[config.mk]
export PLATFORM = sky130hd
export DESIGN_NAME = fpadd_sp
export DESIGN_NICKNAME = d
export VERILOG_FILES = /design/src/rtl/fpadd_pkg.sv /design/src/rtl/fpadd_align.sv /design/src/rtl/fpadd_addnorm.sv /design/src/rtl/fpadd_round.sv /design/src/rtl/fpadd_sp.sv
export SDC_FILE = /design/constraint.sdc
export NUM_CORES = 1
export LEC_CHECK = 0
export ABC_AREA = 1
export BUFFER_PORTS_ARGS = -buffer_cell sky130_fd_sc_hd__buf_4
export CAP_MARGIN = 20
export CORE_MARGIN = 4
export CORE_UTILIZATION = 49
export DETAILED_ROUTE_END_ITERATION = 8
export PLACE_DENSITY = 0.71
export SETUP_SLACK_MARGIN = 0.3
export SYNTH_ARGS = -nofsm -noshare
export SYNTH_HDL_FRONTEND = slang
export SYNTH_SLANG_ARGS = --single-unit
[constraint.sdc]
create_clock -name clk -period 11 [get_ports clk]
set_input_delay 1.65 -clock clk [delete_from_list [all_inputs] [get_ports clk]]
set_output_delay 1.65 -clock clk [all_outputs]
set_load 0.005 [all_outputs]
[src/rtl/fpadd_pkg.sv]
package fpadd_pkg;

   typedef enum logic [1:0] {
      RM_NEAR = 2'b00,
      RM_ZERO = 2'b01,
      RM_DOWN = 2'b10,
      RM_UP   = 2'b11
   } rmode_e;

   typedef struct packed {
      logic invalid;
      logic overflow;
      logic underflow;
      logic inexact;
   } fflags_t;

   // guard, round and sticky positions below the significand
   localparam int GRS_W = 3;

endpackage

[src/rtl/fpadd_align.sv]
module fpadd_align #(
   parameter int EXP_W  = 8,
   parameter int FRAC_W = 23
) (
   input  logic [EXP_W+FRAC_W:0]          op_a,
   input  logic [EXP_W+FRAC_W:0]          op_b,
   input  logic                           sub,
   output logic                           big_sign,
   output logic [EXP_W-1:0]               big_exp,
   output logic                           eff_sub,
   output logic [FRAC_W+fpadd_pkg::GRS_W:0] big_sig,
   output logic [FRAC_W+fpadd_pkg::GRS_W:0] small_sig,
   output logic                           spec_nan,
   output logic                           spec_inf,
   output logic                           spec_sign,
   output logic                           spec_invalid
);
   import fpadd_pkg::*;

   localparam int DATA_W = 1 + EXP_W + FRAC_W;
   localparam int SIG_W  = FRAC_W + 1;
   localparam int SIG_X  = SIG_W + GRS_W;

   logic [EXP_W-1:0]  ea, eb, e_big_f, e_small_f, ee_big, ee_small, diff, shamt;
   logic [FRAC_W-1:0] fa, fb;
   logic              sa, sb, swap;
   logic              a_nan, b_nan, a_snan, b_snan, a_inf, b_inf;
   logic [DATA_W-2:0] mag_big, mag_small;
   logic [SIG_W-1:0]  sig_b, sig_s;
   logic [2*SIG_X-1:0] wide;

   assign sa = op_a[DATA_W-1];
   assign sb = op_b[DATA_W-1] ^ sub;
   assign ea = op_a[DATA_W-2:FRAC_W];
   assign eb = op_b[DATA_W-2:FRAC_W];
   assign fa = op_a[FRAC_W-1:0];
   assign fb = op_b[FRAC_W-1:0];

   assign a_nan  = (&ea) & (|fa);
   assign b_nan  = (&eb) & (|fb);
   assign a_snan = a_nan & ~fa[FRAC_W-1];
   assign b_snan = b_nan & ~fb[FRAC_W-1];
   assign a_inf  = (&ea) & ~(|fa);
   assign b_inf  = (&eb) & ~(|fb);

   // magnitude order follows the encoding order for finite values
   assign swap      = op_b[DATA_W-2:0] > op_a[DATA_W-2:0];
   assign mag_big   = swap ? op_b[DATA_W-2:0] : op_a[DATA_W-2:0];
   assign mag_small = swap ? op_a[DATA_W-2:0] : op_b[DATA_W-2:0];
   assign e_big_f   = mag_big[DATA_W-2:FRAC_W];
   assign e_small_f = mag_small[DATA_W-2:FRAC_W];
   assign ee_big    = (e_big_f == '0) ? EXP_W'(1) : e_big_f;
   assign ee_small  = (e_small_f == '0) ? EXP_W'(1) : e_small_f;
   assign sig_b     = {|e_big_f, mag_big[FRAC_W-1:0]};
   assign sig_s     = {|e_small_f, mag_small[FRAC_W-1:0]};

   assign diff  = ee_big - ee_small;
   assign shamt = (diff > EXP_W'(SIG_X)) ? EXP_W'(SIG_X) : diff;
   assign wide  = {sig_s, {GRS_W{1'b0}}, {SIG_X{1'b0}}} >> shamt;

   assign big_sig   = {sig_b, {GRS_W{1'b0}}};
   assign small_sig = wide[2*SIG_X-1:SIG_X] | {{(SIG_X-1){1'b0}}, |wide[SIG_X-1:0]};
   assign big_exp   = ee_big;
   assign big_sign  = swap ? sb : sa;
   assign eff_sub   = sa ^ sb;

   assign spec_nan     = a_nan | b_nan | (a_inf & b_inf & (sa ^ sb));
   assign spec_invalid = a_snan | b_snan | (a_inf & b_inf & (sa ^ sb));
   assign spec_inf     = a_inf | b_inf;
   assign spec_sign    = a_inf ? sa : sb;

endmodule

[src/rtl/fpadd_addnorm.sv]
module fpadd_addnorm #(
   parameter int EXP_W  = 8,
   parameter int FRAC_W = 23
) (
   input  logic [EXP_W-1:0]                 big_exp,
   input  logic                             eff_sub,
   input  logic [FRAC_W+fpadd_pkg::GRS_W:0] big_sig,
   input  logic [FRAC_W+fpadd_pkg::GRS_W:0] small_sig,
   output logic [FRAC_W+fpadd_pkg::GRS_W:0] norm_sig,
   output logic [EXP_W:0]                   norm_exp,
   output logic                             sum_zero
);
   import fpadd_pkg::*;

   localparam int SIG_X = FRAC_W + 1 + GRS_W;

   logic [SIG_X:0]   sum;
   logic [EXP_W-1:0] lz, limit, shl;

   assign sum = eff_sub ? ({1'b0, big_sig} - {1'b0, small_sig})
                        : ({1'b0, big_sig} + {1'b0, small_sig});

   always_comb begin
      lz = EXP_W'(SIG_X);
      for (int i = 0; i < SIG_X; i++) begin
         if (sum[i]) lz = EXP_W'(SIG_X - 1 - i);
      end
   end

   // never normalise below the smallest normal exponent
   assign limit = big_exp - EXP_W'(1);
   assign shl   = (lz > limit) ? limit : lz;

   always_comb begin
      if (sum[SIG_X]) begin
         norm_sig = sum[SIG_X:1] | {{(SIG_X-1){1'b0}}, sum[0]};
         norm_exp = {1'b0, big_exp} + (EXP_W+1)'(1);
      end else begin
         norm_sig = sum[SIG_X-1:0] << shl;
         norm_exp = {1'b0, big_exp} - {1'b0, shl};
      end
   end

   assign sum_zero = (sum == '0);

endmodule

[src/rtl/fpadd_round.sv]
module fpadd_round #(
   parameter int EXP_W  = 8,
   parameter int FRAC_W = 23
) (
   input  logic                             sign,
   input  logic                             eff_sub,
   input  logic [1:0]                       rmode,
   input  logic [FRAC_W+fpadd_pkg::GRS_W:0] norm_sig,
   input  logic [EXP_W:0]                   norm_exp,
   input  logic                             sum_zero,
   input  logic                             spec_nan,
   input  logic                             spec_inf,
   input  logic                             spec_sign,
   input  logic                             spec_invalid,
   output logic [EXP_W+FRAC_W:0]            res,
   output fpadd_pkg::fflags_t               flags
);
   import fpadd_pkg::*;

   localparam int SIG_X  = FRAC_W + 1 + GRS_W;
   localparam int PK_W   = EXP_W + FRAC_W + 1;
   localparam logic [EXP_W-1:0] EXP_ONES = '1;

   rmode_e            rm;
   logic              guard, rnd, stk, lsb, lost, up, ovf, to_inf, zsign;
   logic [EXP_W:0]    exp_pre;
   logic [PK_W-1:0]   packed_w;
   logic [FRAC_W-1:0] frac;

   assign rm    = rmode_e'(rmode);
   assign frac  = norm_sig[SIG_X-2:GRS_W];
   assign lsb   = norm_sig[GRS_W];
   assign guard = norm_sig[2];
   assign rnd   = norm_sig[1];
   assign stk   = norm_sig[0];
   assign lost  = guard | rnd | stk;

   always_comb begin
      unique case (rm)
         RM_NEAR: up = guard & (rnd | stk | lsb);
         RM_ZERO: up = 1'b0;
         RM_DOWN: up = sign & lost;
         RM_UP:   up = ~sign & lost;
      endcase
   end

   // a subnormal pattern packs with a zero exponent field; the increment
   // carries into the exponent on its own
   assign exp_pre  = norm_sig[SIG_X-1] ? norm_exp : '0;
   assign packed_w = {exp_pre, frac} + PK_W'(up);
   assign ovf      = packed_w[PK_W-1:FRAC_W] >= {1'b0, EXP_ONES};
   assign to_inf   = (rm == RM_NEAR) | ((rm == RM_UP) & ~sign) | ((rm == RM_DOWN) & sign);
   assign zsign    = eff_sub ? (rm == RM_DOWN) : sign;

   always_comb begin
      flags = '0;
      if (spec_nan) begin
         res           = {1'b0, EXP_ONES, 1'b1, {(FRAC_W-1){1'b0}}};
         flags.invalid = spec_invalid;
      end else if (spec_inf) begin
         res = {spec_sign, EXP_ONES, {FRAC_W{1'b0}}};
      end else if (sum_zero) begin
         res = {zsign, {(EXP_W+FRAC_W){1'b0}}};
      end else if (ovf) begin
         flags.overflow = 1'b1;
         flags.inexact  = 1'b1;
         res = to_inf ? {sign, EXP_ONES, {FRAC_W{1'b0}}}
                      : {sign, EXP_ONES - EXP_W'(1), {FRAC_W{1'b1}}};
      end else begin
         res             = {sign, packed_w[PK_W-2:0]};
         flags.inexact   = lost;
         flags.underflow = (packed_w[PK_W-2:FRAC_W] == '0);
      end
   end

endmodule

[src/rtl/fpadd_sp.sv]
module fpadd_sp #(
   parameter int EXP_W  = 8,
   parameter int FRAC_W = 23
) (
   input  logic                    clk,
   input  logic                    rst_n,
   input  logic                    in_valid,
   output logic                    in_ready,
   input  logic [EXP_W+FRAC_W:0]   in_a,
   input  logic [EXP_W+FRAC_W:0]   in_b,
   input  logic                    in_sub,
   input  logic [1:0]              in_rmode,
   output logic                    out_valid,
   input  logic                    out_ready,
   output logic [EXP_W+FRAC_W:0]   out_res,
   output logic [3:0]              out_flags
);
   import fpadd_pkg::*;

   localparam int DATA_W = 1 + EXP_W + FRAC_W;
   localparam int SIG_X  = FRAC_W + 1 + GRS_W;

   generate
      if (EXP_W < 3) begin : g_bad_exp
         $error("fpadd_sp: EXP_W must be at least 3");
      end
      if (FRAC_W < 2) begin : g_bad_frac
         $error("fpadd_sp: FRAC_W must be at least 2");
      end
      if ((2 ** EXP_W) <= SIG_X + 1) begin : g_bad_ratio
         $error("fpadd_sp: exponent range too small for the alignment clamp");
      end
   endgenerate

   logic advance;
   assign advance  = ~out_valid | out_ready;
   assign in_ready = advance;

   // stage 0 combinational
   logic             a_sign, a_effsub, a_nan, a_inf, a_isign, a_inv;
   logic [EXP_W-1:0] a_exp;
   logic [SIG_X-1:0] a_big, a_small;

   fpadd_align #(.EXP_W(EXP_W), .FRAC_W(FRAC_W)) u_align (
      .op_a(in_a), .op_b(in_b), .sub(in_sub),
      .big_sign(a_sign), .big_exp(a_exp), .eff_sub(a_effsub),
      .big_sig(a_big), .small_sig(a_small),
      .spec_nan(a_nan), .spec_inf(a_inf), .spec_sign(a_isign), .spec_invalid(a_inv)
   );

   // stage 1 registers
   logic             s1_valid, s1_sign, s1_effsub, s1_nan, s1_inf, s1_isign, s1_inv;
   logic [EXP_W-1:0] s1_exp;
   logic [SIG_X-1:0] s1_big, s1_small;
   logic [1:0]       s1_rm;

   always_ff @(posedge clk or negedge rst_n) begin
      if (!rst_n) begin
         s1_valid  <= 1'b0;
         s1_sign   <= 1'b0;
         s1_effsub <= 1'b0;
         s1_nan    <= 1'b0;
         s1_inf    <= 1'b0;
         s1_isign  <= 1'b0;
         s1_inv    <= 1'b0;
         s1_exp    <= '0;
         s1_big    <= '0;
         s1_small  <= '0;
         s1_rm     <= '0;
      end else if (advance) begin
         s1_valid <= in_valid;
         if (in_valid) begin
            s1_sign   <= a_sign;
            s1_effsub <= a_effsub;
            s1_nan    <= a_nan;
            s1_inf    <= a_inf;
            s1_isign  <= a_isign;
            s1_inv    <= a_inv;
            s1_exp    <= a_exp;
            s1_big    <= a_big;
            s1_small  <= a_small;
            s1_rm     <= in_rmode;
         end
      end
   end

   // stage 1 combinational
   logic [SIG_X-1:0]  n_sig;
   logic [EXP_W:0]    n_exp;
   logic              n_zero;
   logic [DATA_W-1:0] r_res;
   fflags_t           r_flags;

   fpadd_addnorm #(.EXP_W(EXP_W), .FRAC_W(FRAC_W)) u_addnorm (
      .big_exp(s1_exp), .eff_sub(s1_effsub),
      .big_sig(s1_big), .small_sig(s1_small),
      .norm_sig(n_sig), .norm_exp(n_exp), .sum_zero(n_zero)
   );

   fpadd_round #(.EXP_W(EXP_W), .FRAC_W(FRAC_W)) u_round (
      .sign(s1_sign), .eff_sub(s1_effsub), .rmode(s1_rm),
      .norm_sig(n_sig), .norm_exp(n_exp), .sum_zero(n_zero),
      .spec_nan(s1_nan), .spec_inf(s1_inf), .spec_sign(s1_isign),
      .spec_invalid(s1_inv), .res(r_res), .flags(r_flags)
   );

   // stage 2 registers
   always_ff @(posedge clk or negedge rst_n) begin
      if (!rst_n) begin
         out_valid <= 1'b0;
         out_res   <= '0;
         out_flags <= '0;
      end else if (advance) begin
         out_valid <= s1_valid;
         if (s1_valid) begin
            out_res   <= r_res;
            out_flags <= r_flags;
         end
      end
   end

endmodule

After elaboration in Yosys (flattened, before gate mapping)
Cells that the tools add are included.

word-level totals
  bits in read-only memories = 0
  logic and storage cells = 132
  RAM bits = 0
  register bits after elaboration = 105
  memories kept = 0
  output and inout port bits = 38
  bits in latches = 0

operators by class
  $mul = 0
  equality and inequality tests = 3
  reduce and logical (&&, ||, !) cells = 14
  shift-type cells = 2
  $add $sub $neg = 7
  div/mod/pow operators = 0
  mux-type cells = 53
  bitwise logic cells = 35
  order comparisons = 4

operator list
  cell                                            number
  32-bit 2-to-1 mux                               3
  31-bit 2-to-1 mux                               3
  5-bit 2-to-1 mux                                16
  27-bit by 1-bit bitwise OR with 27-bit output   2
  54-bit by 8-bit right shift with 54-bit output  1
  23-bit OR reduction                             2
  32-bit by 1-bit adder with 32-bit output        1
  4-bit 2-to-1 mux                                8
  8-bit 2-to-1 mux                                4
  31-bit greater-than comparator                  1
  27-bit by 27-bit adder with 28-bit output       1
  28-bit logical NOT                              1
  28-bit 2-to-1 mux                               1
  27-bit by 27-bit subtractor with 28-bit output  1
  27-bit 2-to-1 mux                               1
  27-bit OR reduction                             1
  27-bit by 8-bit left shift with 27-bit output   1
  8-bit logical NOT                               3
  24-bit 2-to-1 mux                               1
  9-bit 2-to-1 mux                                2
  8-bit AND reduction                             2
  8-bit OR reduction                              2
  1-bit bitwise AND                               13
  1-bit bitwise OR                                12
  17 further kinds                                35

Logic depth before layout (Yosys ltp)
Gate-level depths: netlist of the first run.

  depth after elaboration = 43
  depth in mapped cells = 68

Hierarchy
A second synthesis of the first run with hierarchy kept.

second synthesis, totals
  cell total of the unflattened synthesis = 2443
  area total of the unflattened synthesis = 14368.8 µm²

modules (own cells, without submodules)
  module         area an instance (µm²)  cells each  instances
  fpadd_addnorm  4639.4                  866         1
  fpadd_sp       4297.9                  467         1
  fpadd_align    3912.5                  802         1
  fpadd_round    1519.0                  308         1

Worst setup path before layout of the first run
Ideal clock, no wire load.

  path type = input to register
  start = input in_a[30]
  end = register s1_small[0]
  required time = 10.880 ns
  cell stages on the path = 44
  buffers on the path = 4
  slack = 3.429 ns
  arrival = 7.452 ns
  library setup time = 0.120 ns
  cells stage by stage = inv_1 ha_1 nand2_1 nor2_1 nand2_1 nor3_1 nor4b_1 nand3_1 nand2_1 clkbuf_1 clkbuf_1 clkbuf_1 o21ai_0 nand2_1 nor3_1 nand2_1 nand2_1 inv_1 [... 8 more ...] o21ai_0 a21oi_1 nand3_1 inv_1 nand2_1 inv_2 buf_1 o21ai_0 nand2_1 o21ai_0 nand2_1 o21ai_0 o21ai_0 nand3_1 o41ai_1 o2111ai_1 o21ai_0 inv_1

on the way
  word-level cells in the longest chain between the ends = 10

RTL lines
  what                                                      line                                  RTL
  start, declared                                           fpadd_sp.sv:9                         input logic [EXP_W+FRAC_W:0] in_a,
  31-bit greater-than comparator                            fpadd_align.sv:47                     assign swap = op_b[DATA_W-2:0] > op_a[DATA_W-2:0];
  31-bit 2-to-1 mux, on equally long branches               fpadd_align.sv:48, fpadd_align.sv:49
  8-bit logical NOT, on equally long branches               fpadd_align.sv:52, fpadd_align.sv:53
  8-bit 2-to-1 mux, on equally long branches                fpadd_align.sv:52, fpadd_align.sv:53
  8-bit subtractor                                          fpadd_align.sv:57                     assign diff = ee_big - ee_small;
  8-bit by 5-bit greater-than comparator with 1-bit output  fpadd_align.sv:58                     assign shamt = (diff > EXP_W'(SIG_X)) ? EXP_W'(SIG_X) : diff;
  8-bit 2-to-1 mux                                          fpadd_align.sv:58
  54-bit by 8-bit right shift with 54-bit output *          fpadd_align.sv:59                     assign wide = {sig_s, {GRS_W{1'b0}}, {SIG_X{1'b0}}} >> shamt;
  27-bit OR reduction                                       fpadd_align.sv:62                     assign small_sig = wide[2*SIG_X-1:SIG_X] | {{(SIG_X-1){1'b0}}, |wide[SIG_X-1:0]};
  27-bit by 1-bit bitwise OR with 27-bit output *           fpadd_align.sv:62
  end signal, assigned                                      fpadd_sp.sv:81                        s1_small <= a_small;
  end, declared                                             fpadd_sp.sv:54                        logic [SIG_X-1:0] s1_big, s1_small;

Every way passes the cells marked *; elsewhere a longest branch is shown, timed or not.
A chain may end at the register's enable or synchronous reset.

Final worst setup path of the first run
Ends and elaborated chain as after synthesis.

==> results.md, run 1 <==
* Type of element capturing the critical path: flip-flop
* Setup repair after global routing missed its margin: false
* Deepest clock path buffer count at 2
* Starting density of the core at around half
* Slowest library cell on the worst path: sky130_fd_sc_hd__inv_1
* Arrival time at the worst endpoint at 9840 ps
* CTS hold repair buffers at 0
* Number of synthesized flops with an enable pin at 0
* Synthesis-to-finish area growth at 8.557%
* Overall power consumption at 0.003673 W
* FF+latch count, synth at between 100 and 150
* Clock transition time at the flip-flop clock pins of the worst setup and hold paths at 90 ps
* Most frequent cells in the layout: 696 x sky130_fd_sc_hd__nand2_1, 267 x sky130_fd_sc_hd__inv_1, 233 x sky130_fd_sc_hd__nand3_1
* Top achievable clock speed at 0.1043 GHz
* Post-Place Cells at 2749
* Slowest Stage Delay on Critical Path at 830 ps
* Final cell count without fillers at 2766
* Max Clock Skew at around 17 ps
* Via count at 15660
* Type of element launching the critical path: input port
* Summed negative setup slack over all endpoints at 0 ps
* Maxcap violations at 0
* Cell types occupying the most area after synthesis: sky130_fd_sc_hd__dfrtp_1 19%, sky130_fd_sc_hd__nand2_1 18%, sky130_fd_sc_hd__ha_1 9.3%
* Synth unique cells at 61
* Final routed DRC violation total at 0
* CP Max Fanout at 44
* Sequential fraction of the synthesis area at a little under a fifth
* Skew-Pair Late Insertion Delay at 380 ps
* Most common library cell in the layout ignoring fill and taps: sky130_fd_sc_hd__nand2_1
* DR iter-0 viols at 1705
* Power per standard cell area at 239.1 mW/mm^2
* Die area at ~0.032 mm^2
* Number of H-tree levels at 3
* Initial antenna violation count at 0
* Worst min path class: flip-flop to flip-flop
* Count of buffers added by post-CTS timing repair for setup at 0
* Number of gates resized after cts at 0
* Congestion Overflow GR at 0
* Detailed placement HPWL at between 30000 and 40000 um
* Final worst path period share at between 80% and 90%
* Via count of the first global-routing pass at 14380
* Antenna-violating nets left at 0
* Hold violation count in the final report at 0
* Routability congestion estimate at 1.009
* Total iterations of the first detailed-routing run at 6
* WL/cell at 16.89 um
* Post-Synthesis Mean Instance Area at 6.043 um^2
* Required time of the worst setup path at 11260 ps
* Overall track demand over capacity in global routing at between 20 and 30%
* Worst-case headroom to the max-slew limit at about two fifths
* Number of buffers added on ports at 108
* First-pass GRT wire length at 74960 um
* Total standard cell area after synthesis at between 0.01 and 0.015 mm^2
* Vias per inst at 5.661
* Floorplan die width at approximately 180 um
* Max-slew violation count at 0
* Ratio of cells with drive above 1 in the final layout at approximately 12%
* Area of the placeable core at roughly 0.028 mm^2
* Static leakage at about 8 nW
* Gate count after technology mapping at between 2000 and 2500
* Nets in the synthesized netlist at 2521
* Outcome: completed
* Largest net degree at the start of global routing at 57
* Number of rows created at floorplan at 61
* I/O pin total at 109
* Setup-violating endpoint count in the final report at 0
* Leading register cell type out of synthesis: sky130_fd_sc_hd__dfrtp_1
* Post-Place Worst Slack at 1182 ps
* Least-Margin Pin Slew at 890.0 ps
* Peak supply drop at 0.0001151 V
* Cell chosen for the clock root: sky130_fd_sc_hd__clkbuf_16
* TritonCTS Sinks at 105
* Number of nets at the end of the flow at 2561
* Post-detailed-routing wire length at roughly 47000 um
* CTS tree: built
* Start-to-end type of the worst setup path: input port to flip-flop
* Async set or reset register ratio after synthesis at 100.0%
* Min setup slack post-route at 1414 ps
* Die Y at 178.0 um
* Num CTS Buffers at 9
* Warnings, synthesis at 0
* Portion of synthesized cell area occupied by the leading cell type at 18.56%
* Post-layout min period at 9586 ps
* Hold Worst Slack at 486.0 ps
* Dominant cell type by area after synthesis: sky130_fd_sc_hd__dfrtp_1
-- power breakdown --
part           total [W]  switching [W]  leakage (nW)  internal, W
Clock           0.000338       0.000177         0.146     0.000161
Combinational    0.00277        0.00188          6.55     0.000889
Sequential      0.000565      0.0000843          1.32     0.000480
-- cells by family (layout without fill, tap and decap cells) --
logic type | count (synthesis) | in the layout | synth area share [%]
xor+xnor | 46 | 46 | 2.900
simple gates | 1255 | 1255 | 39.10
other cells | 0 | 1 | 0
flops | 105 | 105 | 18.56
compound gates | 430 | 430 | 17.81
fa+ha+maj | 108 | 108 | 9.707
buf+inv | 390 | 435 | 11.35
mux | 8 | 8 | 0.5658
-- registers in the layout, summed over array words and instances, names as in the netlist, 2 cells and up --
register and cells:
out_flags 4, out_res 32, s1_big 24, s1_exp 8, s1_rm 2, s1_small 27
-- critical path: cells and delay by family --
family	cells	cell delay, ps
AND/OR/NAND/NOR	16	3240
AO/OA/AOI/OAI	11	2460
buffers and inverters	8	1610
adder cells (fa/ha/maj)	3	840
-- Yosys cell counts (4+ instances only) --
master and number:
sky130_fd_sc_hd__mux2i_1 8, sky130_fd_sc_hd__nand2_2 16, sky130_fd_sc_hd__nor2_4 6, sky130_fd_sc_hd__o21ai_2 15, sky130_fd_sc_hd__buf_1 10, sky130_fd_sc_hd__o21ai_0 202, sky130_fd_sc_hd__o211ai_2 11, sky130_fd_sc_hd__nand3_1 233
sky130_fd_sc_hd__xnor2_1 16, sky130_fd_sc_hd__clkbuf_1 48, sky130_fd_sc_hd__nand4_1 33, sky130_fd_sc_hd__o21bai_1 6, sky130_fd_sc_hd__buf_6 7, sky130_fd_sc_hd__nor4_1 15, sky130_fd_sc_hd__inv_2 23, sky130_fd_sc_hd__o21ai_1 18
sky130_fd_sc_hd__a31oi_1 9, sky130_fd_sc_hd__dfrtp_1 105, sky130_fd_sc_hd__o221ai_1 14, sky130_fd_sc_hd__inv_1 267, sky130_fd_sc_hd__nand2_4 6, sky130_fd_sc_hd__a21oi_2 4, sky130_fd_sc_hd__nor2_2 8, sky130_fd_sc_hd__nand2_1 697
sky130_fd_sc_hd__ha_1 105, sky130_fd_sc_hd__nor2_1 171, sky130_fd_sc_hd__a21oi_1 101, sky130_fd_sc_hd__nor3_1 11, sky130_fd_sc_hd__buf_4 8, sky130_fd_sc_hd__nand3_2 15, sky130_fd_sc_hd__o211ai_1 7, sky130_fd_sc_hd__o22ai_1 12
sky130_fd_sc_hd__or2_1 4, sky130_fd_sc_hd__a21o_1 6, sky130_fd_sc_hd__o31ai_1 7, sky130_fd_sc_hd__or2_2 33, sky130_fd_sc_hd__xor2_1 29, sky130_fd_sc_hd__buf_2 21
-- cell type report --
class	count	area, um^2
Sequential cell	105	2628
Antenna cell	1	2.502
Fill cell	2937	12800
Timing Repair Buffer	126	945.9
Clock buffer	9	225.2
Tap cell	378	473.0
Multi-Input combinational cell	1847	9922
Clock inverter	7	68.82
Inverter	293	1100
-- final timing paths --
| kind | from | endpoint | slack, ps | depth (start not counted) |
|---|---|---|---|---|
| max reg2reg | s1_big[5]$_DFFE_PN0P_ | out_res[9]$_DFFE_PN0P_ | 1790 | 51 |
| max | in_a[30] | s1_small[0]$_DFFE_PN0P_ | 1410 | 38 |
| max in group asynchronous | rst_n | out_res[5]$_DFFE_PN0P_ | 8490 | 2 |
| min in group asynchronous | rst_n | s1_big[7]$_DFFE_PN0P_ | 1290 | 1 |
| min reg2reg | s1_valid$_DFFE_PN0N_ | out_valid$_DFFE_PN0N_ | 490 | 2 |
| min | s1_valid$_DFFE_PN0N_ | out_valid$_DFFE_PN0N_ | 490 | 2 |
-- per-stage QoR --
| step | util, % | cell area [um^2] |
|---|---|---|
| 6_report | 54.56 | 15360 |
| 5_1_grt | 54.55 | 15360 |
| 4_1_cts | 54.55 | 15360 |
| 3_5_place_dp | 53.50 | 15070 |
| 3_3_place_gp | 53.50 | 15070 |
| 2_1_floorplan | - | 14150 |
-- routing by layer --
layer  routed length (um)  global-route usage [%]  vias to the layer above  part of all wire (%)
met5                    0                       0                        -                     0
met4                 1174                   8.347                        0                   2.5
met3                 3430                   3.451                       83                   7.3
met2                19760                   43.35                      609                    42
met1                22350                   44.59                     7184                    48
li1                     -                       -                     7781                     -
(Power assumes the default switching activity.)
==> run 2, diff against run 1 <==
- CORE_UTILIZATION: 49 -> 55
- GPL_TIMING_DRIVEN: unset -> 0
- PLACE_DENSITY: 0.71 -> 0.78
==> run 2 against run 1 <==
  * Flip-flop and latch count stayed put
  * Critical path depth is 9 higher
  * Largest cell class unchanged
  * Wire length grew 7.2%
  * Count of clock-buffer cells in the layout unchanged
  * Hold slack got worse by 20 ps
  * Non-clock buffer count rose by 80
  * First-iteration DRC count rose by 3.5%
  * Global-route usage grew 5.9 points
  * Critical path type is now flip-flop to flip-flop
  * Via count up 4.5%
  * Die area decreased by 10%
  * Register-to-register slack lost 740 ps
  * Sequential share of layout area is 0.36 points lower
  * Largest power group unchanged
==> results.md, run 2 (synthesis gave the netlist of run 1 again) <==
* Worst-case headroom to the max-slew limit at 42.91%
* Type of element capturing the critical path: flip-flop
* Worst min path class: flip-flop to flip-flop
* Setup repair after global routing missed its margin: false
* Total iterations of the first detailed-routing run at 6
* Floorplan die width at around 170 um
* Maxcap violations at 0
* Slowest library cell on the worst path: sky130_fd_sc_hd__o31ai_1
* Number of gates resized after cts at 0
* Least-Margin Pin Slew at 849.0 ps
* Antenna-violating nets left at 0
* CP Max Fanout at 10
* Congestion Overflow GR at 0
* Count of inserted antenna diode cells at 0
* Largest regs: out_res (32), s1_small (27), s1_big (24)
* Via count at 16360
* First-pass GRT wire length at 81130 um
* Max Clock Skew at 22.24 ps
* Overall track demand over capacity in global routing at 35.18%
* Starting density of the core at 56.04%
* Peak supply drop at ~0.00014 V
* Combinational share of power at 75.9%
* Ratio of cells with drive above 1 in the final layout at between 10% and 20%
* Most common library cell in the layout ignoring fill and taps: sky130_fd_sc_hd__nand2_1
* Cell chosen for the clock root: sky130_fd_sc_hd__clkbuf_16
* Post-Place Worst Slack at 1420 ps
* CTS hold repair buffers at 0
* Type of element launching the critical path: flip-flop
* DR iter-0 viols at around 1800
* Via count of the first global-routing pass at ~16000
* Start-to-end type of the worst setup path: flip-flop to flip-flop
* Skew-Pair Late Insertion Delay at between 300 and 400 ps
* Switching share of power at around three fifths
* Setup-violating endpoint count in the final report at 0
* Number of H-tree levels at 3
* Num CTS Buffers at 9
* Routability congestion estimate at around 1
* Static leakage at 8.183 nW
* Most numerous cell on the critical path: sky130_fd_sc_hd__nand2_1
* Area of the placeable core at 0.02525 mm^2
* Max-slew violation count at 0
* Outcome: completed
* Count of buffers added by post-CTS timing repair for setup at 0
* Most frequent cells in the layout: 697 x sky130_fd_sc_hd__nand2_1, 267 x sky130_fd_sc_hd__inv_1, 233 x sky130_fd_sc_hd__nand3_1
* Number of rows created at floorplan at 58
* Die Y at 168.4 um
* Detailed placement HPWL at 41770 um
* Number of buffers added on ports at approximately 110
* Post-detailed-routing wire length at 50090 um
* Summed negative setup slack over all endpoints at 0 ps
* Net Sw Power at 0.002215 W
* Sequential power share at 15.2%
* TritonCTS Sinks at approximately 110
* Required time of the worst setup path at 11270 ps
* CTS tree: built
* FF-to-FF setup slack at ~1100 ps
* Top achievable clock speed at about 0.10 GHz
* Synthesis-to-finish area growth at 10.88%
* Final routed DRC violation total at 0
* Slowest Stage Delay on Critical Path at 730 ps
* Final worst path period share at about nine tenths
* Deepest clock path buffer count at 2
* Power per standard cell area at ~240 mW/mm^2
* Post-layout min period at 9946 ps
* Arrival time at the worst endpoint at between 10000 and 15000 ps
* Vias per inst at 5.849
* Hold violation count in the final report at 0
* Clock transition time at the flip-flop clock pins of the worst setup and hold paths at about 90 ps
* Largest net degree at the start of global routing at 55
* Min setup slack post-route at 1054 ps
* WL/cell at 17.91 um
* Die area at 0.02836 mm^2
* Cell internal pwr at 0.001577 W
* Largest Register: out_res
* I/O pin total at 109
* Number of nets at the end of the flow at roughly 2600
* Portion of total power attributed to the clock network at 8.9%
* Top delay family on crit path: simple AND/OR/NAND/NOR gates
* Number of buffers and inverters on the critical path at 7
* Max FFs per register at 32
* Initial antenna violation count at 1
[run 2: changes by cell type in the layout (fill, tap and decap cells not counted), sizes merged]
cell      before  now
buf          126  158
clkbuf         9   57
clkinv         6    5
clkinvlp       0    2
diode          1    0
inv          294  293
[run 2: worst paths after layout]
path                       cells after the start                   start                  endpoint
min                                            2    s1_valid$_DFFE_PN0N_     out_valid$_DFFE_PN0N_
max reg2reg                                   47  s1_big[20]$_DFFE_PN0P_    out_res[3]$_DFFE_PN0P_
min in group asynchronous                      1                   rst_n    out_res[1]$_DFFE_PN0P_
max in group asynchronous                      2                   rst_n  s1_small[12]$_DFFE_PN0P_
max                                           47  s1_big[20]$_DFFE_PN0P_    out_res[3]$_DFFE_PN0P_
min reg2reg                                    2    s1_valid$_DFFE_PN0N_     out_valid$_DFFE_PN0N_
[run 2: final cells by class]
type | instances | area (um^2)
buffer | 97 | 506.7
clock buffer | 9 | 225.2
clock inverter | 7 | 63.81
fill | 2486 | 9560
inverter | 293 | 1100
multi-input combinational | 1847 | 9920
sequential | 105 | 2628
tap | 330 | 412.9
timing repair buffer | 109 | 838.3
[run 2: power by group through the flow]
stage	clock, W	combinational, W	sequential (W)
global route	0.000352	0.00321	0.000586
global placement	0	0.00275	0.000572
detailed placement	0	0.00280	0.000579
CTS	0.000336	0.00281	0.000571
finish	0.000336	0.00288	0.000576
floorplan	0	0.00204	0.000547
[run 2: worst reg2reg max path, delay by kind of cell (launching register included)]
family | cells | cell delay, ps
adder cells (fa/ha/maj) | 4 | 1090
AND/OR/NAND/NOR | 27 | 4150
buffers and inverters | 7 | 1490
AO/OA/AOI/OAI | 8 | 2360
flip-flops | 1 | 440
XOR/XNOR | 1 | 320
[run 2: per-stage QoR]
stage               total power (W)  hold slack [ps]  util (%)  area, um^2  cells
global placement           0.003318            448.0     60.89       15380   2780
finish                     0.003791            466.0     62.14       15690   2797
floorplan                  0.002589            431.2         -       14150   2342
detailed placement         0.003378            452.0     61.00       15400   2781
CTS                        0.003720            470.8     62.14       15690   2797
global route               0.004151            513.4     62.14       15690   2797
[run 2: layer usage]
| layer | part of all wire, % | routed length [um] | GRT usage, % |
|---|---|---|---|
| met5 | 0 | 0 | 0 |
| met4 | 3.4 | 1693 | 11.61 |
| met3 | 8.4 | 4197 | 4.438 |
| met2 | 43 | 21510 | 54.30 |
| met1 | 45 | 22680 | 51.06 |
==> run 3, diff against run 2 <==
--- a/config.mk
+++ b/config.mk
@@ -14,2 +14,3 @@
 export GPL_TIMING_DRIVEN = 0
+export MAX_ROUTING_LAYER = met4
 export PLACE_DENSITY = 0.78
==> constraint.sdc (replaced) <==
create_clock -name clk -period 11 [get_ports clk]
set_input_delay 1.1 -clock clk [delete_from_list [all_inputs] [get_ports clk]]
set_output_delay 1.1 -clock clk [all_outputs]
set_load 0.005 [all_outputs]
==> run 3 against run 2 <==
  * Clock power rose by 2%
  * Count of clock-buffer cells in the layout unchanged
  * Final area barely moved
  * Register-to-register slack improved by 120 ps
  * Total power barely moved
  * Setup slack gained 120 ps
  * Flip-flop and latch count unchanged
  * Global-route usage increased by 0.42 points
  * Via count down 1.1%
  * First-iteration DRC count up 4.7%
==> results.md, run 3 (synthesis gave the netlist of run 1 again) <==
* Floorplan die width at 168.4 um
* Largest Register: out_res
* Most common library cell in the layout ignoring fill and taps: sky130_fd_sc_hd__nand2_1
* Worst min path class: flip-flop to flip-flop
* Congestion Overflow GR at 0
* Length in cells of the worst reg-to-reg path at 55
* Sequential cell area at 0.002628 mm^2
* Cell internal pwr at 0.001578 W
* Hold violation count in the final report at 0
* Number of gates resized after cts at 0
* Peak supply drop at 0.0001610 V
* Cell chosen for the clock root: sky130_fd_sc_hd__clkbuf_16
* Number of buffers added on ports at 108
* CTS tree: built
* Post-layout min period at 9824 ps
* Switching share of power at 58.38%
* Number of rows created at floorplan at 58
* Hold worst-path end: out_valid$_DFFE_PN0N_
* Number of buffers and inverters on the critical path at 10
* Combinational share of power at 75.8%
* Largest regs: out_res (32), s1_small (27), s1_big (24)
* Slowest Stage Delay on Critical Path at ~670 ps
* Setup-violating endpoint count in the final report at 0
* Dpl cell area at approximately 0.015 mm^2
* Final worst path period share at 89.31%
* Most numerous cell on the critical path: sky130_fd_sc_hd__nand2_1
* Final routed DRC violation total at 0
* Synthesis-to-finish area growth at 10.97%
* Summed negative setup slack over all endpoints at 0 ps
* I/O pin total at about 110
* Via count at between 15000 and 20000
* Finished layout cell area at 0.01571 mm^2
* Reg-to-reg critical path endpoint: out_res[13]$_DFFE_PN0P_
* CTS hold repair buffers at 0
* Detailed placement HPWL at about 40000 um
* Sequential power share at between 15 and 20%
* Outcome: completed
* Count of inserted antenna diode cells at 0
* First-pass GRT wire length at 79620 um
* Die Y at 168.4 um
* Setup repair after global routing missed its margin: false
* Max Clock Skew at 15.25 ps
* Num CTS Buffers at 9
* Arrival time at the worst endpoint at 10090 ps
* Count of buffers added by post-CTS timing repair for setup at 0
* Post-detailed-routing wire length at 49430 um
* Most frequent cells in the layout: 697 x sky130_fd_sc_hd__nand2_1, 267 x sky130_fd_sc_hd__inv_1, 233 x sky130_fd_sc_hd__nand3_1
* Net Sw Power at approximately 0.0022 W
* Antenna-violating nets left at 0
* CP Max Fanout at 10
* Footprint of the multi-input gates at 0.009920 mm^2
* Max-slew violation count at 0
* Power per standard cell area at 241.4 mW/mm^2
* Vias per inst at 5.786
* WL/cell at approximately 18 um
* Area of the placeable core at 0.02525 mm^2
* Filler cell count in the final layout at 2465
* Via count of the first global-routing pass at 15260
* Required time of the worst setup path at 11270 ps
* Hold Path Origin: s1_valid$_DFFE_PN0N_
* Deepest clock path buffer count at 2
* Skew-Pair Late Insertion Delay at 380 ps
* Type of element launching the critical path: flip-flop
* Worst flop-to-flop path startpoint: s1_big[3]$_DFFE_PN0P_
* FF-to-FF setup slack at 1180 ps
* Max FFs per register at 32
* Least-Margin Pin Slew at between 700 and 800 ps
* Number of H-tree levels at 3
* Routability congestion estimate at 1.032
* Type of element capturing the critical path: flip-flop
* Worst-case headroom to the max-slew limit at between 40% and 50%
* Ratio of cells with drive above 1 in the final layout at roughly an eighth
* Overall track demand over capacity in global routing at 35.59%
* TritonCTS Sinks at 105
* Launching element of the worst setup path: s1_big[3]$_DFFE_PN0P_
* Top achievable clock speed at 0.1018 GHz
* Clock transition time at the flip-flop clock pins of the worst setup and hold paths at 90 ps
* Start-to-end type of the worst setup path: flip-flop to flip-flop
* Starting density of the core at roughly 56%
* DR iter-0 viols at 1848
* Worst Hold Path Cells at 2
* Top delay family on crit path: simple AND/OR/NAND/NOR gates
* Static leakage at 8.193 nW
* Maxcap violations at 0
* Portion of total power attributed to the clock network at a little under a tenth
* Largest net degree at the start of global routing at 56
* Initial antenna violation count at 0
* Number of nets at the end of the flow at 2641
* Die area at roughly 0.028 mm^2
* Slowest library cell on the worst path: sky130_fd_sc_hd__o31ai_1
* Total iterations of the first detailed-routing run at 6
## run 3: cell count changes in the layout (fill, tap and decap cells not counted)
cell	change
sky130_fd_sc_hd__clkinv_4	+1
sky130_fd_sc_hd__clkinv_8	+2
sky130_fd_sc_hd__clkinvlp_4	-2
sky130_fd_sc_hd__inv_6	+1
sky130_fd_sc_hd__inv_8	-2
## run 3: worst max-delay path by stage
stage / to / slack, ps / cells past startpoint
2_1_floorplan: out_res[12]$_DFFE_PN0P_ / 3950 / 55
3_3_place_gp: out_res[2]$_DFFE_PN0P_ / 1530 / 55
3_5_place_dp: out_res[13]$_DFFE_PN0P_ / 1430 / 55
4_1_cts: out_res[13]$_DFFE_PN0P_ / 1360 / 55
5_1_grt: out_res[13]$_DFFE_PN0P_ / 350 / 58
6_report: out_res[13]$_DFFE_PN0P_ / 1180 / 55
## run 3: worst reg2reg max path: cells and delay by family, from the launching register on
kind	cells	cell delay, ps
adder cells (fa/ha/maj)	5	1440
AO/OA/AOI/OAI	9	2220
buffers and inverters	10	1540
flip-flops	1	510
XOR/XNOR	1	150
AND/OR/NAND/NOR	30	3890
## run 3: through the flow
| step | std cells | util (%) | worst slack, ps | power (W) | hold WS [ps] |
|---|---|---|---|---|---|
| 6_report | 2797 | 62.19 | 1176 | 0.003792 | 472.7 |
| 5_1_grt | 2797 | 62.19 | 353.6 | 0.004150 | 510.7 |
| 4_1_cts | 2797 | 62.19 | 1363 | 0.003724 | 481.0 |
| 3_5_place_dp | 2781 | 61.00 | 1427 | 0.003372 | 452.8 |
| 3_3_place_gp | 2780 | 60.89 | 1530 | 0.003322 | 448.7 |
| 2_1_floorplan | 2342 | - | 3946 | 0.002589 | 431.2 |
## run 3: power groups by stage
| stage | combinational [W] | clock (W) | sequential, W |
|---|---|---|---|
| floorplan | 0.00204 | 0 | 0.000547 |
| global placement | 0.00275 | 0 | 0.000572 |
| detailed placement | 0.00279 | 0 | 0.000578 |
| CTS | 0.00281 | 0.000344 | 0.000570 |
| global route | 0.00321 | 0.000357 | 0.000585 |
| finish | 0.00287 | 0.000344 | 0.000574 |
## run 3: layer usage
layer,up-vias,track usage [%],share of wire (%)
li1,7938,-,-
met1,7437,50.59,45
met2,717,53.69,43
met3,92,4.391,9.1
met4,0,9.809,2.8
met5,-,-,0
## run 3: final cells by class
class,count,share of cell area (%)
buffer,97,3.226
clock buffer,9,1.434
clock inverter,7,0.4859
inverter,293,7.002
multi-input combinational,1847,63.16
sequential,105,16.73
tap,330,2.629
timing repair buffer,109,5.337
